$ cat src/rtl/colgen_pkg.sv
// Package: shared constants and types for the burst column generator.
// Assumes column addresses are at most a few tens of bits wide.
package colgen_pkg;

    // Default column width: 256 columns per row
    localparam int COL_W_DEF       = 8;
    // Default width of the burst-length code
    localparam int LEN_W_DEF       = 3;
    // Largest finite burst, as log2 of the beat count (8 beats)
    localparam int MAX_LOG2_BL_DEF = 3;

    // Beat ordering selection
    typedef enum logic {
        ORDER_LINEAR     = 1'b0,
        ORDER_INTERLEAVE = 1'b1
    } order_e;

endpackage

$ cat src/rtl/colgen_len_decode.sv
// Module: colgen_len_decode
// Turns a burst-length code into a low-bit mask (BL-1) and a full-page flag.
// Assumes: code c <= MAX_LOG2_BL means 2**c beats; the all-ones code means
// full page; any other code means a single beat.
module colgen_len_decode #(
    parameter int COL_W       = 8,
    parameter int LEN_W       = 3,
    parameter int MAX_LOG2_BL = 3
) (
    input  logic [LEN_W-1:0] len_code,
    output logic [COL_W-1:0] low_mask,
    output logic             full_page
);

    localparam logic [LEN_W-1:0] FULL_CODE = '1;
    localparam logic [LEN_W-1:0] MAX_CODE  = LEN_W'(MAX_LOG2_BL);

    logic legal_code;

    // Classify the code as full page, legal finite length, or reserved
    always_comb begin
        full_page  = (len_code == FULL_CODE);
        legal_code = (len_code <= MAX_CODE);
    end

    // One mask bit per column bit: set when that bit lies inside the burst block
    for (genvar gi = 0; gi < COL_W; gi++) begin : g_mask
        assign low_mask[gi] = full_page | (legal_code && (int'(len_code) > gi));
    end

endmodule

$ cat src/rtl/colgen_beat_ctr.sv
// Module: colgen_beat_ctr
// Holds the burst-active flag and the beat index. Loads on a start, clears
// on a stop, and retires the burst after the last beat of a finite burst.
// Assumes: mask and full come from registered configuration; all state
// advances only on clock-enabled edges.
module colgen_beat_ctr #(
    parameter int COL_W = 8
) (
    input  logic             clk,
    input  logic             rst_n,
    input  logic             adv_en,
    input  logic             load,
    input  logic             clear,
    input  logic [COL_W-1:0] mask,
    input  logic             full,
    output logic [COL_W-1:0] beat_idx,
    output logic             active,
    output logic             final_beat
);

    // Final beat: finite burst whose index has reached BL-1
    always_comb begin
        final_beat = active && !full && (beat_idx == mask);
    end

    // Active flag and beat index update
    always_ff @(posedge clk) begin
        if (!rst_n) begin
            active   <= 1'b0;
            beat_idx <= '0;
        end else if (adv_en) begin
            if (load) begin
                active   <= 1'b1;
                beat_idx <= '0;
            end else if (clear) begin
                active   <= 1'b0;
                beat_idx <= '0;
            end else if (active) begin
                if (final_beat) begin
                    active   <= 1'b0;
                    beat_idx <= '0;
                end else begin
                    beat_idx <= beat_idx + 1'b1;
                end
            end
        end
    end

endmodule

$ cat src/rtl/colgen_addr_map.sv
// Module: colgen_addr_map
// Maps the start column and beat index to the current column. Bits outside
// the mask come from the start column. Masked bits take the start+index
// sum (linear) or start XOR index (interleaved). The output is zero when idle.
// Assumes: beat_idx never exceeds mask for finite bursts.
module colgen_addr_map #(
    parameter int COL_W = 8
) (
    input  logic [COL_W-1:0] base_col,
    input  logic [COL_W-1:0] beat_idx,
    input  logic [COL_W-1:0] mask,
    input  logic             interleave,
    input  logic             active,
    output logic [COL_W-1:0] col
);

    logic [COL_W-1:0] lin_sum;

    // Linear offset; carries past the mask are discarded per bit below
    always_comb begin
        lin_sum = base_col + beat_idx;
    end

    // Per-bit selection between fixed, linear and interleaved values
    for (genvar gb = 0; gb < COL_W; gb++) begin : g_bit
        logic low_bit;
        assign low_bit = interleave ? (base_col[gb] ^ beat_idx[gb]) : lin_sum[gb];
        assign col[gb] = active & (mask[gb] ? low_bit : base_col[gb]);
    end

endmodule

$ cat src/rtl/sdr_burst_colgen.sv
// Module: sdr_burst_colgen (top)
// Burst column address generator. Latches the start column and burst
// configuration on an enabled start, then presents one column per enabled
// cycle via the beat counter and address map.
// Assumes: clk_en gates every state change; a start outranks a stop.
module sdr_burst_colgen #(
    parameter int COL_W       = colgen_pkg::COL_W_DEF,
    parameter int LEN_W       = colgen_pkg::LEN_W_DEF,
    parameter int MAX_LOG2_BL = colgen_pkg::MAX_LOG2_BL_DEF
) (
    input  logic             clk,
    input  logic             rst_n,
    input  logic             clk_en,
    input  logic             start,
    input  logic [COL_W-1:0] start_col,
    input  logic [LEN_W-1:0] bl_sel,
    input  logic             order_sel,
    input  logic             stop,
    output logic [COL_W-1:0] col_out,
    output logic             col_valid,
    output logic             last_beat
);

    import colgen_pkg::*;

    logic [COL_W-1:0] dec_mask;
    logic             dec_full;
    logic             dec_inter;

    logic [COL_W-1:0] base_q;
    logic [COL_W-1:0] mask_q;
    logic             full_q;
    logic             inter_q;

    logic [COL_W-1:0] beat_idx;
    logic             active;
    logic             final_beat;

    colgen_len_decode #(
        .COL_W       (COL_W),
        .LEN_W       (LEN_W),
        .MAX_LOG2_BL (MAX_LOG2_BL)
    ) u_len_dec (
        .len_code  (bl_sel),
        .low_mask  (dec_mask),
        .full_page (dec_full)
    );

    // Interleaving applies only to finite bursts
    always_comb begin
        dec_inter = (order_e'(order_sel) == ORDER_INTERLEAVE) && !dec_full;
    end

    // Burst configuration capture on an enabled start
    always_ff @(posedge clk) begin
        if (!rst_n) begin
            base_q  <= '0;
            mask_q  <= '0;
            full_q  <= 1'b0;
            inter_q <= 1'b0;
        end else if (clk_en && start) begin
            base_q  <= start_col;
            mask_q  <= dec_mask;
            full_q  <= dec_full;
            inter_q <= dec_inter;
        end
    end

    colgen_beat_ctr #(
        .COL_W (COL_W)
    ) u_beat_ctr (
        .clk        (clk),
        .rst_n      (rst_n),
        .adv_en     (clk_en),
        .load       (start),
        .clear      (stop),
        .mask       (mask_q),
        .full       (full_q),
        .beat_idx   (beat_idx),
        .active     (active),
        .final_beat (final_beat)
    );

    colgen_addr_map #(
        .COL_W (COL_W)
    ) u_addr_map (
        .base_col   (base_q),
        .beat_idx   (beat_idx),
        .mask       (mask_q),
        .interleave (inter_q),
        .active     (active),
        .col        (col_out)
    );

    // Output flags
    always_comb begin
        col_valid = active;
        last_beat = final_beat;
    end

endmodule

$ cat config.mk
export PLATFORM = sky130hd
export DESIGN_NAME = sdr_burst_colgen
export DESIGN_NICKNAME = d
export VERILOG_FILES = /design/src/rtl/colgen_pkg.sv /design/src/rtl/colgen_len_decode.sv /design/src/rtl/colgen_beat_ctr.sv /design/src/rtl/colgen_addr_map.sv /design/src/rtl/sdr_burst_colgen.sv
export SDC_FILE = /design/constraint.sdc
export NUM_CORES = 1
export LEC_CHECK = 0
export ABC_CLOCK_PERIOD_IN_PS = 2700
export CORE_UTILIZATION = 53
export DETAILED_ROUTE_END_ITERATION = 16
export PLACE_DENSITY_LB_ADDON = 0.05
export SYNTH_ARGS = -nofsm -noshare
export SYNTH_HDL_FRONTEND = slang
export SYNTH_SLANG_ARGS = --single-unit
$ cat constraint.sdc
create_clock -name clk -period 2.7 [get_ports clk]
set_input_delay 0.27 -clock clk [delete_from_list [all_inputs] [get_ports clk]]
set_output_delay 0.27 -clock clk [all_outputs]
set_load 0.005 [all_outputs]
Yosys cells after proc, flatten, opt, wreduce, memory -nomap -nowiden --
Index checks and enable logic that the tools add are counted.
Word-level totals: bits in registers 27, output and inout bits 10, word-level logic and storage cells 80
Cells by class: $add $sub $neg 2, order comparisons 8, eq/ne operators 2, mux-type cells 24, bitwise gates (word level) 23, reductions and logical operators 15
Operators with widths (count):
- $mux W8 | 4
- $mux W1 | 20
- $logic_and A1 B1 Y1 | 11
- $gt A3 B3 Y1 const B | 3
- $add A8 B1 Y8 const B | 1
- $add A8 B8 Y8 | 1
- $and A1 B1 Y1 | 8
- $eq A8 B8 Y1 | 1
- $xor A1 B1 Y1 | 8
- $or A1 B1 Y1 | 7
- $gt A3 B1 Y1 const B | 2
- $gt A3 B2 Y1 const B | 2
- $eq A3 B3 Y1 const B | 1
- $le A3 B2 Y1 const B | 1
- $reduce_bool A3 Y1 | 1
- $logic_not A1 Y1 | 2
- $reduce_and A2 Y1 | 1

Longest topological paths before layout --
depth after elaboration 7, gate-level depth with buffers 8, mapped depth without buffers 8

Hierarchy --
From an unflattened synthesis, not the netlist that was laid out.
Unflattened totals: cell total of the unflattened synthesis 237, area, all modules 2016.9 µm²
By module, submodules not included:
- sdr_burst_colgen | instances 1, cells each 80, area each 813.3 µm², seq. area each 360.3 µm²
- colgen_beat_ctr | instances 1, cells each 77, area each 640.6 µm², seq. area each 180.2 µm²
- colgen_addr_map | instances 1, cells each 70, area each 489.2 µm², seq. area each 0.0 µm²
- colgen_len_decode | instances 1, cells each 10, area each 73.8 µm², seq. area each 0.0 µm²

Worst setup path after synthesis --
Ideal clock, no wire load.
path type reg-to-output, start point reg u_beat_ctr.beat_idx[0], end point out col_out[6], data arrival time 1.877 ns, data required time 2.430 ns, path slack 0.553 ns, cell stages (with the launch flop) 9, buffers on the path 0, cells stage by stage dfxtp_1 ha_1 inv_1 fa_1 nor2b_1 o21ai_1 a211oi_1 mux2_1 o311ai_1
On the way: cells in the longest elaborated chain, start to end 4
RTL lines:
- from (decl) | RTL line colgen_beat_ctr.sv:16 | output logic [COL_W-1:0] beat_idx,
- from (signal assigned) | RTL line colgen_beat_ctr.sv:43 | beat_idx <= beat_idx + 1'b1;
- $add A8 B8 Y8 | RTL line colgen_addr_map.sv:21 | lin_sum = base_col + beat_idx;
- $mux W1 | RTL line colgen_addr_map.sv:27 | assign low_bit = interleave ? (base_col[gb] ^ beat_idx[gb]) : lin_sum[gb];
- $mux W1 | RTL line colgen_addr_map.sv:28 | assign col[gb] = active & (mask[gb] ? low_bit : base_col[gb]);
- $and A1 B1 Y1 | RTL line colgen_addr_map.sv:28
- to (decl) | RTL line sdr_burst_colgen.sv:19 | output logic [COL_W-1:0] col_out,
Every way passes these cells.

Final worst setup path --
Ends and elaborated chain as after synthesis.

==> out/summary.log <==
qor: global_routing.wire_length_of_the_first_global_routing_pass 6824 microns
qor: floorplanning.dieArea 0.003201 sq mm
qor: min_path.hold_depth 3
qor: detailed_routing.routed-via-count 1581
qor: timing.fmax 378.7 MHz
qor: global_routing.grtUsageTotal 26.95%
qor: final_layout.count_of_nets_after_finishing 257
qor: setup_path.rrSetupSlack 0.93 ns
qor: synthesis.synth_xor_area_share 3.883%
qor: final_layout.final_area 0.002044 sq mm
qor: placement.finalWeightedCongestion 0.8404
qor: setup_path.worst_path_max_stage_delay 0.39 ns
qor: min_path.hold_end base_q[7]$_SDFFE_PN0P_
qor: final_layout.multi_input_area 0.001117 sq mm
qor: final_layout.antenna_cells_inserted 0
qor: synthesis.synth-async-reset-ratio 0%
qor: setup_path.end_kind output pin
qor: floorplanning.boundaryPins 27
qor: setup_path.critical_path_arrival 2.37 ns
qor: placement.pre_cts_ws 0.03543 ns
qor: synthesis.synth.top_cells.by_area sky130_fd_sc_hd__dfxtp_1 (30%), sky130_fd_sc_hd__nand2_1 (7.6%), sky130_fd_sc_hd__ha_1 (6.3%)
qor: synthesis.netlist_area 0.001579 sq mm
qor: min_path.timing.hold.worst.class input port to register
qor: floorplanning.floorplan.initialDensity 56.77%
qor: pwr.peakVddDrop 0.3563 mV
qor: synthesis.synth.area.mux_share 3.249%
qor: global_routing.residual_overflow_from_global_routing 0
qor: setup_path.r2r_end u_beat_ctr.beat_idx[6]$_SDFFE_PN0P_
qor: timing.transition_time_at_the_pin_with_the_least_slew_margin 0.6590 ns
qor: cts.cts_setup_buffers 0
qor: synthesis.syn_inst 197
qor: cts.tritoncts built
qor: detailed_routing.route.antenna.remaining_nets 0
qor: global_routing.grt_max_degree 17
qor: cts.worst_skew_late_latency 0.32 ns
qor: floorplanning.die_h 56.58 microns
qor: setup_path.worst_r2r_path_cells 6
qor: setup_path.critical_path.reg2reg.startpoint u_beat_ctr.beat_idx[3]$_SDFFE_PN0P_
qor: timing.slew-limit-headroom 55.69%
qor: cts.htree_num_levels 1
qor: pwr.cellLeakagePower 0.0007541 uW
qor: flow_run.max-cap-violations 0
qor: setup_path.cell_by_cell_listing_of_the_critical_path ha_1, inv_1, fa_1, nor2b_1, o21ai_1, a211oi_2, mux2_1, o311ai_1, clkbuf_2
qor: final_layout.fillers 226
qor: cts.clock_tree_root sky130_fd_sc_hd__clkbuf_4
qor: final_layout.finish.cell_count_without_fillers 261
qor: placement.dpl.hpwl 3086 microns
qor: timing.final.min_clock_period 2.640 ns
qor: timing.final-max-slew-violation-count 0
qor: final_layout.fraction_of_final_layout_cells_sized_beyond_drive_strength_1 13.48%
qor: synthesis.syn_nets 223
qor: synthesis.synth-compound-area-share 27.97%
qor: detailed_routing.drt_wl_total 3993 microns
qor: placement.port-buffer-count 26
qor: synthesis.synth_area_per_cell 8.015 sq um
qor: placement.post-place-cells 257
qor: final_layout.final-seq-area 484.2 sq um
qor: cts.cts.sink_count 24
qor: synthesis.synth_seq_cells 24
qor: synthesis.synth_largest_type_area_fraction 30.43%
qor: timing.setup_viol_count_final 0
qor: floorplanning.core_area 0.002781 sq mm
qor: synthesis.postSynth.topFlopCell sky130_fd_sc_hd__dfxtp_1
qor: detailed_routing.via_density 6.057
qor: cts.clkSlewWorstSetupHoldPaths 0.14 ns
qor: synthesis.synth.largest_area_cell sky130_fd_sc_hd__dfxtp_1
qor: setup_path.worstPathMaxFanout 2
qor: global_routing.first_global_vias 1472
qor: setup_path.timing.critical_path.slowest_stage_cell sky130_fd_sc_hd__fa_1
qor: timing.layout_setup_ws 0.05967 ns
qor: detailed_routing.drt_first_pass_iters 4
qor: detailed_routing.remaining_drc_errors 0
qor: final_layout.areaGrowthSynthToFinish 29.48%
qor: min_path.hold_path_startpoint start_col[7]
qor: synthesis.synthAdderAreaFrac 7.607%
qor: synthesis.synth_most_common_cell sky130_fd_sc_hd__nand2_1
qor: cts.tritoncts.num_buffers 3
qor: setup_path.critical_path_class register to output pin
qor: synthesis.synth-edff-count 0
qor: synthesis.portion_of_the_post_synthesis_area_used_by_sequential_elements 30.43%
qor: timing.hold_fails_final_rpt 0
qor: cts.cts.path.max_buffers 2
qor: detailed_routing.drt_iter0_drc 73
qor: synthesis.synth_top_family_by_area compound AO/OA/AOI/OAI gates
qor: global_routing.antenna_found_initial 0
qor: detailed_routing.routed_wire_length_per_instance 15.30 microns
qor: floorplanning.core.rowCount 19
qor: setup_path.worstPathRequired 2.43 ns
qor: synthesis.synth.yosys.warnings 0
qor: floorplanning.fp.dieW 56.58 microns
qor: placement.placed_area 0.001926 sq mm
qor: timing.final.period_utilization 97.79%
qor: pwr.power.density 370.8 mW/mm^2
qor: synthesis.synthSimpleGateAreaFrac 23.45%
qor: timing.post_route_clock_skew 0.009901 ns
qor: synthesis.synth_common_cells sky130_fd_sc_hd__nand2_1 (32), sky130_fd_sc_hd__dfxtp_1 (24), sky130_fd_sc_hd__a21boi_1 (12), sky130_fd_sc_hd__a21oi_1 (12), sky130_fd_sc_hd__o21ai_1 (10)
qor: setup_path.cp-start-kind register
qor: outcome.outcome complete, no violations
qor: synthesis.ys_types 42
-- per-stage QoR --
step                      power, uW  util [%]  hold WS [ns]  setup TNS (ns)
after floorplan               443.2         -        0.4048               0
after global placement        492.5     69.23        0.4739               0
after detailed placement      497.2     69.23        0.4791               0
after CTS                     755.7     71.61        0.4755               0
after global routing          786.1     73.50        0.4973        -0.06317
final                         758.1     73.50        0.4754               0
-- state kept, by name, indices dropped and copies added, names as in the netlist --
| signal | cells |
|---|---|
| base_q | 8 |
| inter_q | 1 |
| mask_q | 6 |
| u_beat_ctr.active | 1 |
| u_beat_ctr.beat_idx | 8 |
-- power by group --
group	switching, uW	total [uW]	internal (uW)
clock network	113	263	150
registers	16.7	381	365
logic	55.2	114	58.5
-- cell usage in the layout, fill, tap and decap left out, drive strengths merged, types with 2 or more instances in the layout --
master	Yosys	final
nor4	2	2
nand2	32	32
a311oi	2	2
dlygate4sd2	0	4
or3	2	2
nor3	5	5
dfxtp	24	24
nor2	8	8
a21boi	12	12
clkdlybuf4s50	0	21
nor2b	4	4
o31ai	2	2
o311ai	2	2
o221a	2	2
xnor2	7	7
nand3b	3	3
a21oi	12	12
inv	7	7
a211oi	2	2
clkbuf	6	4
ha	8	8
mux2i	4	4
and3	5	5
nand2b	3	3
a21o	5	5
buf	1	10
o21ai	14	14
nand3	9	9
a31oi	2	2
and2	3	3
-- layer usage --
metal,part of all wire (%),up-vias,GRT usage [%],wire (microns)
met1,44,740,35.54,1752
li1,-,781,-,-
met2,50,52,45.55,1996
met3,4.5,8,2.765,181
met5,0,-,0,0
met4,1.6,0,9.408,62
-- logic make-up (layout without fill, tap and decap cells) --
family / Yosys count / in the layout
and+or+nand+nor: 76 / 76
AOI/OAI and AO/OA: 62 / 62
DFF: 24 / 24
buffers and inverters: 14 / 47
adders and majority gates: 9 / 9
xor gates and xnor gates: 7 / 7
muxes: 5 / 5
-- critical path, delay by kind of cell (launching register included) --
family	cells	cell delay [ns]
adder cells (fa/ha/maj)	2	0.56
AND/OR/NAND/NOR	1	0.14
multiplexers	1	0.35
buffers and inverters	2	0.23
AO/OA/AOI/OAI	3	0.44
flip-flops	1	0.35
-- area by class of cell --
type                            instances  share of cell area [%]
Multi-Input combinational cell        159                   54.65
Sequential cell                        24                   23.68
Timing Repair Buffer                   36                   15.91
Tap cell                               31                   1.897
Clock inverter                          1                   1.469
Inverter                                7                   1.285
Clock buffer                            3                   1.102
-- how the worst max path moves through the flow --
stage,to,from,depth (start not counted)
2_1_floorplan,col_out[6],u_beat_ctr.beat_idx[0]$_SDFFE_PN0P_,8
3_3_place_gp,col_out[6],base_q[0]$_SDFFE_PN0P_,9
6_report,col_out[6],u_beat_ctr.beat_idx[0]$_SDFFE_PN0P_,9
3_5_place_dp,col_out[6],u_beat_ctr.beat_idx[0]$_SDFFE_PN0P_,9
4_1_cts,col_out[5],u_beat_ctr.beat_idx[1]$_SDFFE_PN0P_,8
5_1_grt,col_out[6],base_q[0]$_SDFFE_PN0P_,9
-- timing repair --
item | 4_1_cts | 5_1_grt
gates resized for setup | 10 | 8
endpoints found under the setup margin | 5 | 4
pin swaps | 3 | 3
hold buffers | 0 | 0
No activity file was read; power rests on OpenSTA's default activity.
